File: src/rtl/gpio_mux_pkg.sv
package gpio_mux_pkg;

  localparam int ADDR_W = 8;

  localparam logic [ADDR_W-1:0] OFS_DATA_A = 8'h11;
  localparam logic [ADDR_W-1:0] OFS_DATA_B = 8'h13;
  localparam logic [ADDR_W-1:0] OFS_DIR    = 8'h15;
  localparam logic [ADDR_W-1:0] OFS_ASSIGN = 8'h17;

  typedef enum logic [1:0] {
    SEL_NONE   = 2'd0,
    SEL_DATA   = 2'd1,
    SEL_DIR    = 2'd2,
    SEL_ASSIGN = 2'd3
  } reg_sel_e;

  function automatic reg_sel_e decode_ofs(input logic [ADDR_W-1:0] ofs);
    reg_sel_e s;
    case (ofs)
      OFS_DATA_A, OFS_DATA_B: s = SEL_DATA;
      OFS_DIR:                s = SEL_DIR;
      OFS_ASSIGN:             s = SEL_ASSIGN;
      default:                s = SEL_NONE;
    endcase
    return s;
  endfunction

endpackage

File: src/rtl/gpio_mux_sync.sv
module gpio_mux_sync #(
  parameter int N_PINS      = 8,
  parameter int SYNC_STAGES = 2
) (
  input  logic              clk,
  input  logic              rst_n,
  input  logic [N_PINS-1:0] pin_in,
  output logic [N_PINS-1:0] pin_sync
);

  logic [N_PINS-1:0] stage_q [SYNC_STAGES];

  genvar s;
  generate
    for (s = 0; s < SYNC_STAGES; s++) begin : g_stage
      always_ff @(posedge clk) begin
        if (!rst_n) begin
          stage_q[s] <= '0;
        end else if (s == 0) begin
          stage_q[s] <= pin_in;
        end else begin
          stage_q[s] <= stage_q[(s > 0) ? s - 1 : 0];
        end
      end
    end
  endgenerate

  assign pin_sync = stage_q[SYNC_STAGES-1];

  // Cycles since reset release, saturating; gates the latency check.
  logic [1:0] age_q;
  always_ff @(posedge clk) begin
    if (!rst_n)              age_q <= '0;
    else if (age_q != 2'd3)  age_q <= age_q + 2'd1;
  end

  generate
    if (SYNC_STAGES == 2) begin : g_lat_chk
      a_r6_two_stage_latency: assert property (@(posedge clk) disable iff (!rst_n)
        (age_q == 2'd3) |-> (pin_sync == $past(pin_in, 2)));
    end
  endgenerate

endmodule

File: src/rtl/gpio_mux_regs.sv
module gpio_mux_regs
  import gpio_mux_pkg::*;
#(
  parameter int N_PINS = 8,
  parameter int WORD_W = 16
) (
  input  logic              clk,
  input  logic              rst_n,
  input  logic              strap_in,
  input  logic              bus_sel,
  input  logic              bus_wr,
  input  logic [ADDR_W-1:0] bus_addr,
  input  logic [N_PINS-1:0] bus_wdata,
  input  logic [N_PINS-1:0] pin_sync,
  output logic [WORD_W-1:0] bus_rdata,
  output logic [N_PINS-1:0] latch_q,
  output logic [N_PINS-1:0] dir_q,
  output logic [N_PINS-1:0] assign_q
);

  localparam int PAD_W = WORD_W - N_PINS;

  reg_sel_e sel;
  logic     wr_data, wr_dir, wr_assign, rd_en;

  always_comb begin
    sel       = decode_ofs(bus_addr);
    wr_data   = bus_sel && bus_wr && (sel == SEL_DATA);
    wr_dir    = bus_sel && bus_wr && (sel == SEL_DIR);
    wr_assign = bus_sel && bus_wr && (sel == SEL_ASSIGN);
    rd_en     = bus_sel && !bus_wr;
  end

  // Data latch: deliberately without reset.
  always_ff @(posedge clk) begin
    if (wr_data) latch_q <= bus_wdata;
  end

  always_ff @(posedge clk) begin
    if (!rst_n)      dir_q <= '0;
    else if (wr_dir) dir_q <= bus_wdata;
  end

  // Assignment bits follow the strap for as long as reset is held.
  always_ff @(posedge clk) begin
    if (!rst_n)         assign_q <= {N_PINS{strap_in}};
    else if (wr_assign) assign_q <= bus_wdata;
  end

  // Per-bit readback: latch for outputs, synchronized pin for inputs.
  logic [N_PINS-1:0] port_view;
  genvar i;
  generate
    for (i = 0; i < N_PINS; i++) begin : g_rb
      assign port_view[i] = dir_q[i] ? latch_q[i] : pin_sync[i];
    end
  endgenerate

  logic [N_PINS-1:0] rd_byte;
  always_comb begin
    rd_byte = '0;
    if (rd_en) begin
      case (sel)
        SEL_DATA:   rd_byte = port_view;
        SEL_DIR:    rd_byte = dir_q;
        SEL_ASSIGN: rd_byte = assign_q;
        default:    rd_byte = '0;
      endcase
    end
  end

  assign bus_rdata = {{PAD_W{1'b0}}, rd_byte};

  a_r2_strap_loaded: assert property (@(posedge clk)
    $rose(rst_n) |-> (assign_q == {N_PINS{$past(strap_in)}}));

  a_r2_assign_holds: assert property (@(posedge clk) disable iff (!rst_n)
    !(bus_sel && bus_wr && bus_addr == OFS_ASSIGN) |=> $stable(assign_q));

  a_r3_alias_write: assert property (@(posedge clk) disable iff (!rst_n)
    (bus_sel && bus_wr && (bus_addr == OFS_DATA_A || bus_addr == OFS_DATA_B))
      |=> (latch_q == $past(bus_wdata)));

  a_r4_dir_write: assert property (@(posedge clk) disable iff (!rst_n)
    (bus_sel && bus_wr && bus_addr == OFS_DIR) |=> (dir_q == $past(bus_wdata)));

  a_r10_unmapped_write: assert property (@(posedge clk) disable iff (!rst_n)
    (bus_sel && bus_wr && bus_addr != OFS_DATA_A && bus_addr != OFS_DATA_B &&
     bus_addr != OFS_DIR && bus_addr != OFS_ASSIGN)
      |=> ($stable(dir_q) && $stable(assign_q)));

endmodule

File: src/rtl/gpio_mux_pinmux.sv
module gpio_mux_pinmux #(
  parameter int N_PINS = 8
) (
  input  logic              clk,
  input  logic              rst_n,
  input  logic [N_PINS-1:0] latch_q,
  input  logic [N_PINS-1:0] dir_q,
  input  logic [N_PINS-1:0] assign_q,
  input  logic [N_PINS-1:0] alt_out,
  input  logic [N_PINS-1:0] alt_oe,
  output logic [N_PINS-1:0] pin_out,
  output logic [N_PINS-1:0] pin_oe
);

  genvar i;
  generate
    for (i = 0; i < N_PINS; i++) begin : g_pin
      always_comb begin
        if (assign_q[i]) begin
          pin_out[i] = alt_out[i];
          pin_oe[i]  = alt_oe[i];
        end else begin
          pin_out[i] = latch_q[i];
          pin_oe[i]  = dir_q[i];
        end
      end

      a_r8_dir_ignored: assert property (@(posedge clk) disable iff (!rst_n)
        (assign_q[i] && $stable(assign_q[i]) && $stable(alt_oe[i]))
          |-> $stable(pin_oe[i]));

      a_r5_io_enable: assert property (@(posedge clk) disable iff (!rst_n)
        (!assign_q[i] && $stable(assign_q[i]) && $stable(dir_q[i]))
          |-> $stable(pin_oe[i]));
    end
  endgenerate

endmodule

File: src/rtl/gpio_mux_port.sv
module gpio_mux_port
  import gpio_mux_pkg::*;
#(
  parameter int N_PINS      = 8,
  parameter int WORD_W      = 16,
  parameter int SYNC_STAGES = 2
) (
  input  logic              clk,
  input  logic              rst_n,
  input  logic              strap_in,
  input  logic              bus_sel,
  input  logic              bus_wr,
  input  logic [ADDR_W-1:0] bus_addr,
  input  logic [N_PINS-1:0] bus_wdata,
  output logic [WORD_W-1:0] bus_rdata,
  input  logic [N_PINS-1:0] pin_in,
  output logic [N_PINS-1:0] pin_out,
  output logic [N_PINS-1:0] pin_oe,
  input  logic [N_PINS-1:0] alt_out,
  input  logic [N_PINS-1:0] alt_oe
);

  logic [N_PINS-1:0] pin_sync;
  logic [N_PINS-1:0] latch_q, dir_q, assign_q;

  gpio_mux_sync #(.N_PINS(N_PINS), .SYNC_STAGES(SYNC_STAGES)) u_sync (
    .clk      (clk),
    .rst_n    (rst_n),
    .pin_in   (pin_in),
    .pin_sync (pin_sync)
  );

  gpio_mux_regs #(.N_PINS(N_PINS), .WORD_W(WORD_W)) u_regs (
    .clk       (clk),
    .rst_n     (rst_n),
    .strap_in  (strap_in),
    .bus_sel   (bus_sel),
    .bus_wr    (bus_wr),
    .bus_addr  (bus_addr),
    .bus_wdata (bus_wdata),
    .pin_sync  (pin_sync),
    .bus_rdata (bus_rdata),
    .latch_q   (latch_q),
    .dir_q     (dir_q),
    .assign_q  (assign_q)
  );

  gpio_mux_pinmux #(.N_PINS(N_PINS)) u_pinmux (
    .clk      (clk),
    .rst_n    (rst_n),
    .latch_q  (latch_q),
    .dir_q    (dir_q),
    .assign_q (assign_q),
    .alt_out  (alt_out),
    .alt_oe   (alt_oe),
    .pin_out  (pin_out),
    .pin_oe   (pin_oe)
  );

  a_r1_io_quiet_in_reset: assert property (@(posedge clk)
    !rst_n |=> ((pin_oe & ~assign_q) == '0));

  a_r11_idle_read_zero: assert property (@(posedge clk) disable iff (!rst_n)
    !(bus_sel && !bus_wr) |-> (bus_rdata == '0));

endmodule

File: config.mk
export PLATFORM = sky130hd
export DESIGN_NAME = gpio_mux_port
export DESIGN_NICKNAME = d
export VERILOG_FILES = /design/src/rtl/gpio_mux_pkg.sv /design/src/rtl/gpio_mux_sync.sv /design/src/rtl/gpio_mux_regs.sv /design/src/rtl/gpio_mux_pinmux.sv /design/src/rtl/gpio_mux_port.sv
export SDC_FILE = /design/constraint.sdc
export NUM_CORES = 1
export LEC_CHECK = 0
export ABC_AREA = 1
export BUFFER_PORTS_ARGS = -buffer_cell sky130_fd_sc_hd__buf_2
export CAP_MARGIN = 30
export CELL_PAD_IN_SITES_DETAIL_PLACEMENT = 0
export CELL_PAD_IN_SITES_GLOBAL_PLACEMENT = 1
export CORE_MARGIN = 2
export CORE_UTILIZATION = 31
export CTS_CLUSTER_DIAMETER = 50
export CTS_CLUSTER_SIZE = 25
export DETAILED_ROUTE_END_ITERATION = 12
export GPL_ROUTABILITY_DRIVEN = 0
export PLACE_DENSITY = 0.74
export SETUP_SLACK_MARGIN = 0.3
export SLEW_MARGIN = 20
export SYNTH_ARGS = -nofsm -noshare
export SYNTH_HDL_FRONTEND = slang
export SYNTH_HIERARCHICAL = 1
export SYNTH_SLANG_ARGS = --single-unit
export TNS_END_PERCENT = 10
File: constraint.sdc
create_clock -name clk -period 1.7 [get_ports clk]
set_clock_uncertainty 0.15 [all_clocks]
set_input_delay 0.34 -clock clk [delete_from_list [all_inputs] [get_ports clk]]
set_output_delay 0.34 -clock clk [all_outputs]
set_load 0.03 [all_outputs]
==> results.json, run 1 <==
{
  "crit_path_end_kind": "output pin",
  "violations": "setup timing",
  "setup_violations": 8,
  "numCtsBuffers": 5,
  "cp_cell_sequence": "nand2_1 -> a21boi_2 -> nor2_2 -> nor2_2 -> nor2_4 -> buf_4",
  "hold_violations": 0,
  "cts_buffer_depth": 2,
  "drt_first_pass_iters": 4,
  "synth_cells": 297,
  "totalNegativeSetupSlack_ns": -0.565,
  "placed_cells": 452,
  "clock_latency_ns": 0.29,
  "num_vias": 1997,
  "chipHeight_um": 86.8,
  "synth.avg_cell_area_um2": 7.16,
  "critPathKind": "reg -> out",
  "ys_ff_latch": 40,
  "grt_max_degree": 17,
  "routedWlPerCell_um": 11.0,
  "diodes": 0,
  "arrival_ns": 1.31,
  "cpMaxStageDelayCell": "edfxtp_1",
  "htree_levels": 2,
  "multi_input_area_um2": 1090,
  "hp-class": "in -> reg",
  "ys_seq_area_share_pct": 45.2,
  "place_hpwl_mm": 3.74,
  "yosysWarningCount": 6,
  "antenna_found_initial": 0,
  "area_growth_pct": 47.1,
  "cp_max_fo": 2,
  "grt_first_pass_wirelength_mm": 8.02,
  "numPortBuffers": 68,
  "p_leak_uw": 0.00167,
  "vias_per_cell": 4.30,
  "drt_iter0_drc": 74,
  "crit_top_cell": "nor2_2",
  "powerDensity_nw_per_um2": 695,
  "setup_ws_ns": -0.0959,
  "status": "finished, violations left",
  "area.sequential_um2": 966,
  "grt_use_total_pct": 13.6,
  "cp.required_ns": 1.21,
  "start_util_pct": 31.7,
  "fmax_mhz": 557,
  "die_area_um2": 7540,
  "final_cells": 464,
  "drive_above_1_share_pct": 41.7,
  "finalCritPeriodShare_pct": 106,
  "wirelength_mm": 5.10,
  "drc": 0,
  "total_power_uw": 2180,
  "ant_nets": 0,
  "grt_overflow": 0,
  "rsz0062_at_grt": "yes",
  "ctsHoldBuffers": 0,
  "slew_viol_final": 0,
  "cpPeakStageDelay_ns": 0.39,
  "cts_tree": "built",
  "yosysUniqueCellTypes": 18,
  "nets": 428,
  "cts_root_buf": "clkbuf_8",
  "cp_top_family": "flip-flops",
  "clkTransAtPathRegs_ns": 0.08,
  "path_buf_inv": 1,
  "ir_drop_v": 0.000406,
  "die_width_um": 86.8,
  "cap_viol_max_count": 0,
  "rows": 30,
  "final_core_util_pct": 46.6,
  "fillers": 694,
  "cp-start-kind": "flip-flop",
  "core_area_um2": 6720,
  "grt_pass1_vias": 1734,
  "syn_area_um2": 2130,
  "cts.sinks": 40,
  "io_pins": 77,
  "period_needed_ns": 1.80
}
==> cells in the final DEF (no fill, tap or decap) <==
| master | n |
|---|---|
| buf_6 | 28 |
| buf_4 | 15 |
| nand3_4 | 2 |
| inv_8 | 1 |
| inv_2 | 10 |
| edfxtp_1 | 16 |
| a21boi_4 | 1 |
| nor2_8 | 2 |
| inv_1 | 34 |
| nand2_8 | 1 |
| nor2_2 | 11 |
| nand2_4 | 2 |
| buf_12 | 1 |
| nor2_1 | 15 |
| nand2_1 | 112 |
| nand3_1 | 16 |
| clkbuf_16 | 1 |
| conb_1 | 8 |
| inv_4 | 2 |
| nand4_1 | 3 |
| nand3_2 | 5 |
| inv_16 | 1 |
| clkbuf_8 | 5 |
| buf_8 | 1 |
| nor2_4 | 10 |
| dfxtp_1 | 20 |
| clkinv_2 | 1 |
| buf_2 | 41 |
| dfxtp_2 | 4 |
| nand2_2 | 11 |
| a21boi_2 | 4 |
==> state kept, by name, indices dropped and copies added (netlist names) <==
signal / flops
u_regs/latch_q: 8
u_regs/dir_q: 8
u_regs/assign_q: 8
u_sync/stage_q: 16
==> path summary, 6_finish.rpt <==
path                         from                   end  slack, ns  cells after the start
min reg2reg  u_sync/stage_q[0][6]  u_sync/stage_q[1][6]       0.26                      2
max reg2reg       u_regs/dir_q[1]       u_regs/dir_q[1]       0.79                      4
max             u_regs/latch_q[3]          bus_rdata[3]       -0.1                      6
min                     pin_in[5]  u_sync/stage_q[0][5]       0.08                      3
==> power breakdown <==
group	leakage (uW)	switching, uW	internal [uW]
registers	0.000349	30.3	1040
clock network	0.0000566	329	376
logic	0.00126	239	165
total	0.00167	598	1580
==> tightest hold or removal path: stages <==
cell and delay, ns:
buf_2 0.07, nand2_1 0.04, inv_1 0.04
==> routing by layer <==
layer  track usage [%]  share of wire [%]
met1              18.1                 46
met2              22.1                 46
met3              3.14                6.6
met4              3.41                1.1
met5                 0                  0
==> kinds of logic (layout without fill, tap and decap cells) <==
family	after synthesis	in the layout	synth area share, %
and+or+nand+nor	189	190	38.5
DFF	40	40	45.2
other	1	8	0.176
AOI/OAI and AO/OA	5	5	1.76
buffers and inverters	62	141	14.4
==> Yosys cell counts <==
cell | count | share of area (%)
nand2_1 | 117 | 21
inv_1 | 44 | 7.8
nor2_1 | 33 | 5.8
dfxtp_1 | 24 | 23
nand3_1 | 22 | 5.2
edfxtp_1 | 16 | 23
buf_4 | 11 | 3.9
nand2_2 | 9 | 2.6
a21boi_0 | 5 | 1.8
inv_2 | 3 | 0.53
nand4_1 | 3 | 0.88
buf_6 | 2 | 1.1
nor2_2 | 2 | 0.59
nor2_8 | 2 | 1.9
buf_12 | 1 | 0.94
buf_2 | 1 | 0.24
conb_1 | 1 | 0.18
nand3_4 | 1 | 0.82
==> layout make-up <==
cell class              count  share of cell area, %
multi-input cells         203                   34.7
flip-flops and latches     40                   30.9
repair buffers             86                   21.4
inverters                  47                   6.48
well taps                  80                   3.20
clock buffers               6                   3.00
clock inverters             2                  0.360
==> metrics by stage <==
stage	worst slack (ns)	cell area, um^2	hold WS [ns]
final	-0.0959	3130	0.0802
after global routing	-0.182	3130	0.0779
after CTS	-0.121	3080	0.0712
after detailed placement	-0.219	2710	0.246
after global placement	-0.224	2710	0.247
after floorplan	0.117	2280	0.236
==> what timing repair did <==
item / 4_1_cts / 5_1_grt
buffers inserted: 1 / 2
gates cloned: 1 / 0
hold endpoints to repair: 0 / 0
pin swaps: 30 / 28
gates resized for setup: 83 / 15
endpoints found under the setup margin: 24 / 28
(Power assumes the default switching activity.)
==> run 2: changes to the inputs <==
Settings changed: RECOVER_POWER set to 50, SYNTH_HIERARCHICAL 1 to not set.
==> run 2 against run 1 <==
Against the previous run: first-iteration DRC count fell by 2.7%; combinational power fell by 9.4%; the flow still finishes with violations (setup timing); synthesized cell count fell by 7.7%; sequential share of layout area rose by 1.4 points; cell area fell by 3.9%; final cell count fell by 5.0%; worst hold slack barely moved; global-route usage rose by 0.46 points.
==> results.json, run 2 <==
{
  "status": "finished, violations left",
  "violations": "setup timing",
  "multi_input_area_um2": 1020,
  "ir_drop_v": 0.000555,
  "path_buf_inv": 4,
  "synth_common_cells": "nand2_1, nor2_1, inv_1",
  "arrival_ns": 1.35,
  "grt_first_pass_wirelength_mm": 8.00,
  "synthMuxAreaShare_pct": 0.555,
  "area.sequential_um2": 970,
  "slew_viol_final": 0,
  "cp_cell_sequence": "buf_6 -> inv_4 -> nand2_4 -> nor2_8 -> nand4_1 -> buf_6 -> nor2_4 -> buf_6",
  "synth_top_flop_cell": "dfxtp_1",
  "synth.largest_area_cell": "dfxtp_1",
  "num_vias": 1899,
  "wirelength_mm": 5.01,
  "synthSimpleGateAreaFrac_pct": 32.2,
  "yosysUniqueCellTypes": 22,
  "final_core_util_pct": 47.4,
  "place_hpwl_mm": 3.55,
  "ys_ff_latch": 40,
  "cp.required_ns": 1.21,
  "rsz0062_at_grt": "yes",
  "io_pins": 77,
  "yosysMostFrequentCell": "nand2_1",
  "antenna_found_initial": 0,
  "ctsHoldBuffers": 0,
  "ys_async_sr_fraction_pct": 0,
  "placed_area_um2": 2530,
  "cp_max_fo": 4,
  "crit_path_end_kind": "output pin",
  "setup_violations": 9,
  "grt_pass1_vias": 1753,
  "core_area_um2": 6350,
  "synth.avg_cell_area_um2": 7.41,
  "rows": 29,
  "area_growth_pct": 48.2,
  "chipHeight_um": 84.9,
  "cts_root_buf": "clkbuf_8",
  "syn_area_um2": 2030,
  "drc": 0,
  "p_leak_uw": 0.00148,
  "vias_per_cell": 4.31,
  "drive_above_1_share_pct": 40.9,
  "clkTransAtPathRegs_ns": 0.07,
  "drt_first_pass_iters": 4,
  "synthTopCellsByArea": "dfxtp_1, edfxtp_1, nand2_1",
  "whs_ns": 0.0804,
  "cpMaxStageDelayCell": "buf_6",
  "critPathKind": "in -> out",
  "grt_max_degree": 21,
  "place_ws_ns": -0.197,
  "cpPeakStageDelay_ns": 0.22,
  "powerDensity_nw_per_um2": 686,
  "die_width_um": 84.9,
  "largest-register": "u_sync.stage_q",
  "synth-compound-area-share_pct": 6.66,
  "period_needed_ns": 1.84,
  "cp_top_family": "simple AND/OR/NAND/NOR gates",
  "clock_latency_ns": 0.28,
  "drt_iter0_drc": 72,
  "grt_overflow": 0,
  "synth_xor_area_share_pct": 0,
  "synth_cells": 274,
  "grt_use_total_pct": 14.0,
  "cts.sinks": 40,
  "numCtsBuffers": 5,
  "setup_ws_ns": -0.142,
  "numPortBuffers": 68,
  "hold_violations": 0,
  "fmax_mhz": 543,
  "htree_levels": 2,
  "cts_buffer_depth": 2,
  "cap_viol_max_count": 0,
  "fillers": 662,
  "start_util_pct": 32.0,
  "layout_commonest_cell": "nand2_1",
  "crit_top_cell": "buf_6",
  "finalCritPeriodShare_pct": 108,
  "synth_edf_count": 16,
  "cts_tree": "built",
  "yosysWarningCount": 0,
  "ant_nets": 0,
  "stdcell_area_um2": 3010,
  "yosys.area_share.adder_pct": 0,
  "totalNegativeSetupSlack_ns": -0.940,
  "routedWlPerCell_um": 11.4,
  "cp-start-kind": "primary input",
  "diodes": 0,
  "largest_reg_flops": 16,
  "synth_top_area_share_pct": 23.7,
  "hp-class": "in -> reg",
  "final_cell_mix": "nand2_1, inv_1, buf_2",
  "synth_top_family_by_area": "simple AND/OR/NAND/NOR gates",
  "ys_seq_area_share_pct": 47.3,
  "die_area_um2": 7210,
  "nets": 408
}
==> run 2: changes by cell type after synthesis, moves of 2 or more <==
cell / before / now
nand2_1: 117 / 82
clkbuf_1: 0 / 2
o21a_1: 0 / 7
nand3_1: 22 / 17
nor2_1: 33 / 43
inv_2: 3 / 1
inv_1: 44 / 41
nand2_2: 9 / 5
o21ai_0: 0 / 15
a21boi_0: 5 / 1
==> run 2: what timing repair did <==
item / 4_1_cts / 5_1_grt
setup buffers: 2 / 2
pin swaps: 27 / 26
setup endpoints to repair: 32 / 40
resized for setup: 92 / 35
hold endpoints to repair: 0 / 0
gates cloned: 1 / 0
==> run 2: final timing paths <==
kind                                      startpoint                    to  slack [ns]  cells past startpoint
worst max-delay path                     bus_addr[5]          bus_rdata[1]       -0.14                      8
worst min-delay path                       pin_in[4]  u_sync.stage_q[0][4]        0.08                      3
worst max register to register       u_regs.dir_q[1]       u_regs.dir_q[1]        0.84                      4
worst min register to register  u_sync.stage_q[0][6]  u_sync.stage_q[1][6]        0.26                      2
==> run 2: logic make-up (layout without fill, tap and decap cells) <==
logic type             Yosys count  in the layout
multiplexers                     1              1
other                            1              8
flip-flops                      40             40
buffers and inverters           56            138
AO/OA/AOI/OAI                   23             23
AND/OR/NAND/NOR                153            154
==> run 2: final cells by class <==
class | instances | area share [%]
inverters | 42 | 5.49
clock buffers | 8 | 3.00
well taps | 77 | 3.20
repair buffers | 88 | 22.2
multi-input cells | 186 | 33.9
flip-flops and latches | 40 | 32.2
==> run 2: per-stage QoR <==
step | power, uW | instances
2_1_floorplan | 1270 | 281
3_3_place_gp | 1380 | 428
3_5_place_dp | 1380 | 428
4_1_cts | 2070 | 439
5_1_grt | 2160 | 441
6_report | 2060 | 441
==> run 2: where the power goes <==
group | internal, uW | switching (uW) | leakage (uW) | total (uW)
logic | 149 | 216 | 0.00109 | 365
clock network | 331 | 304 | 0.0000455 | 635
registers | 1040 | 26.5 | 0.000350 | 1060
==> run 2: tightest hold or removal path, stage by stage <==
cell and delay (ns):
buf_2 0.07, nand2_1 0.04, inv_1 0.04
==> run 2: layer usage <==
| layer | routed length (um) | vias up | track usage, % |
|---|---|---|---|
| li1 | - | 1006 | - |
| met1 | 2340 | 830 | 18.4 |
| met2 | 2310 | 56 | 22.8 |
| met3 | 302 | 7 | 3.40 |
| met4 | 58 | 0 | 4.47 |
| met5 | 0 | - | 0 |
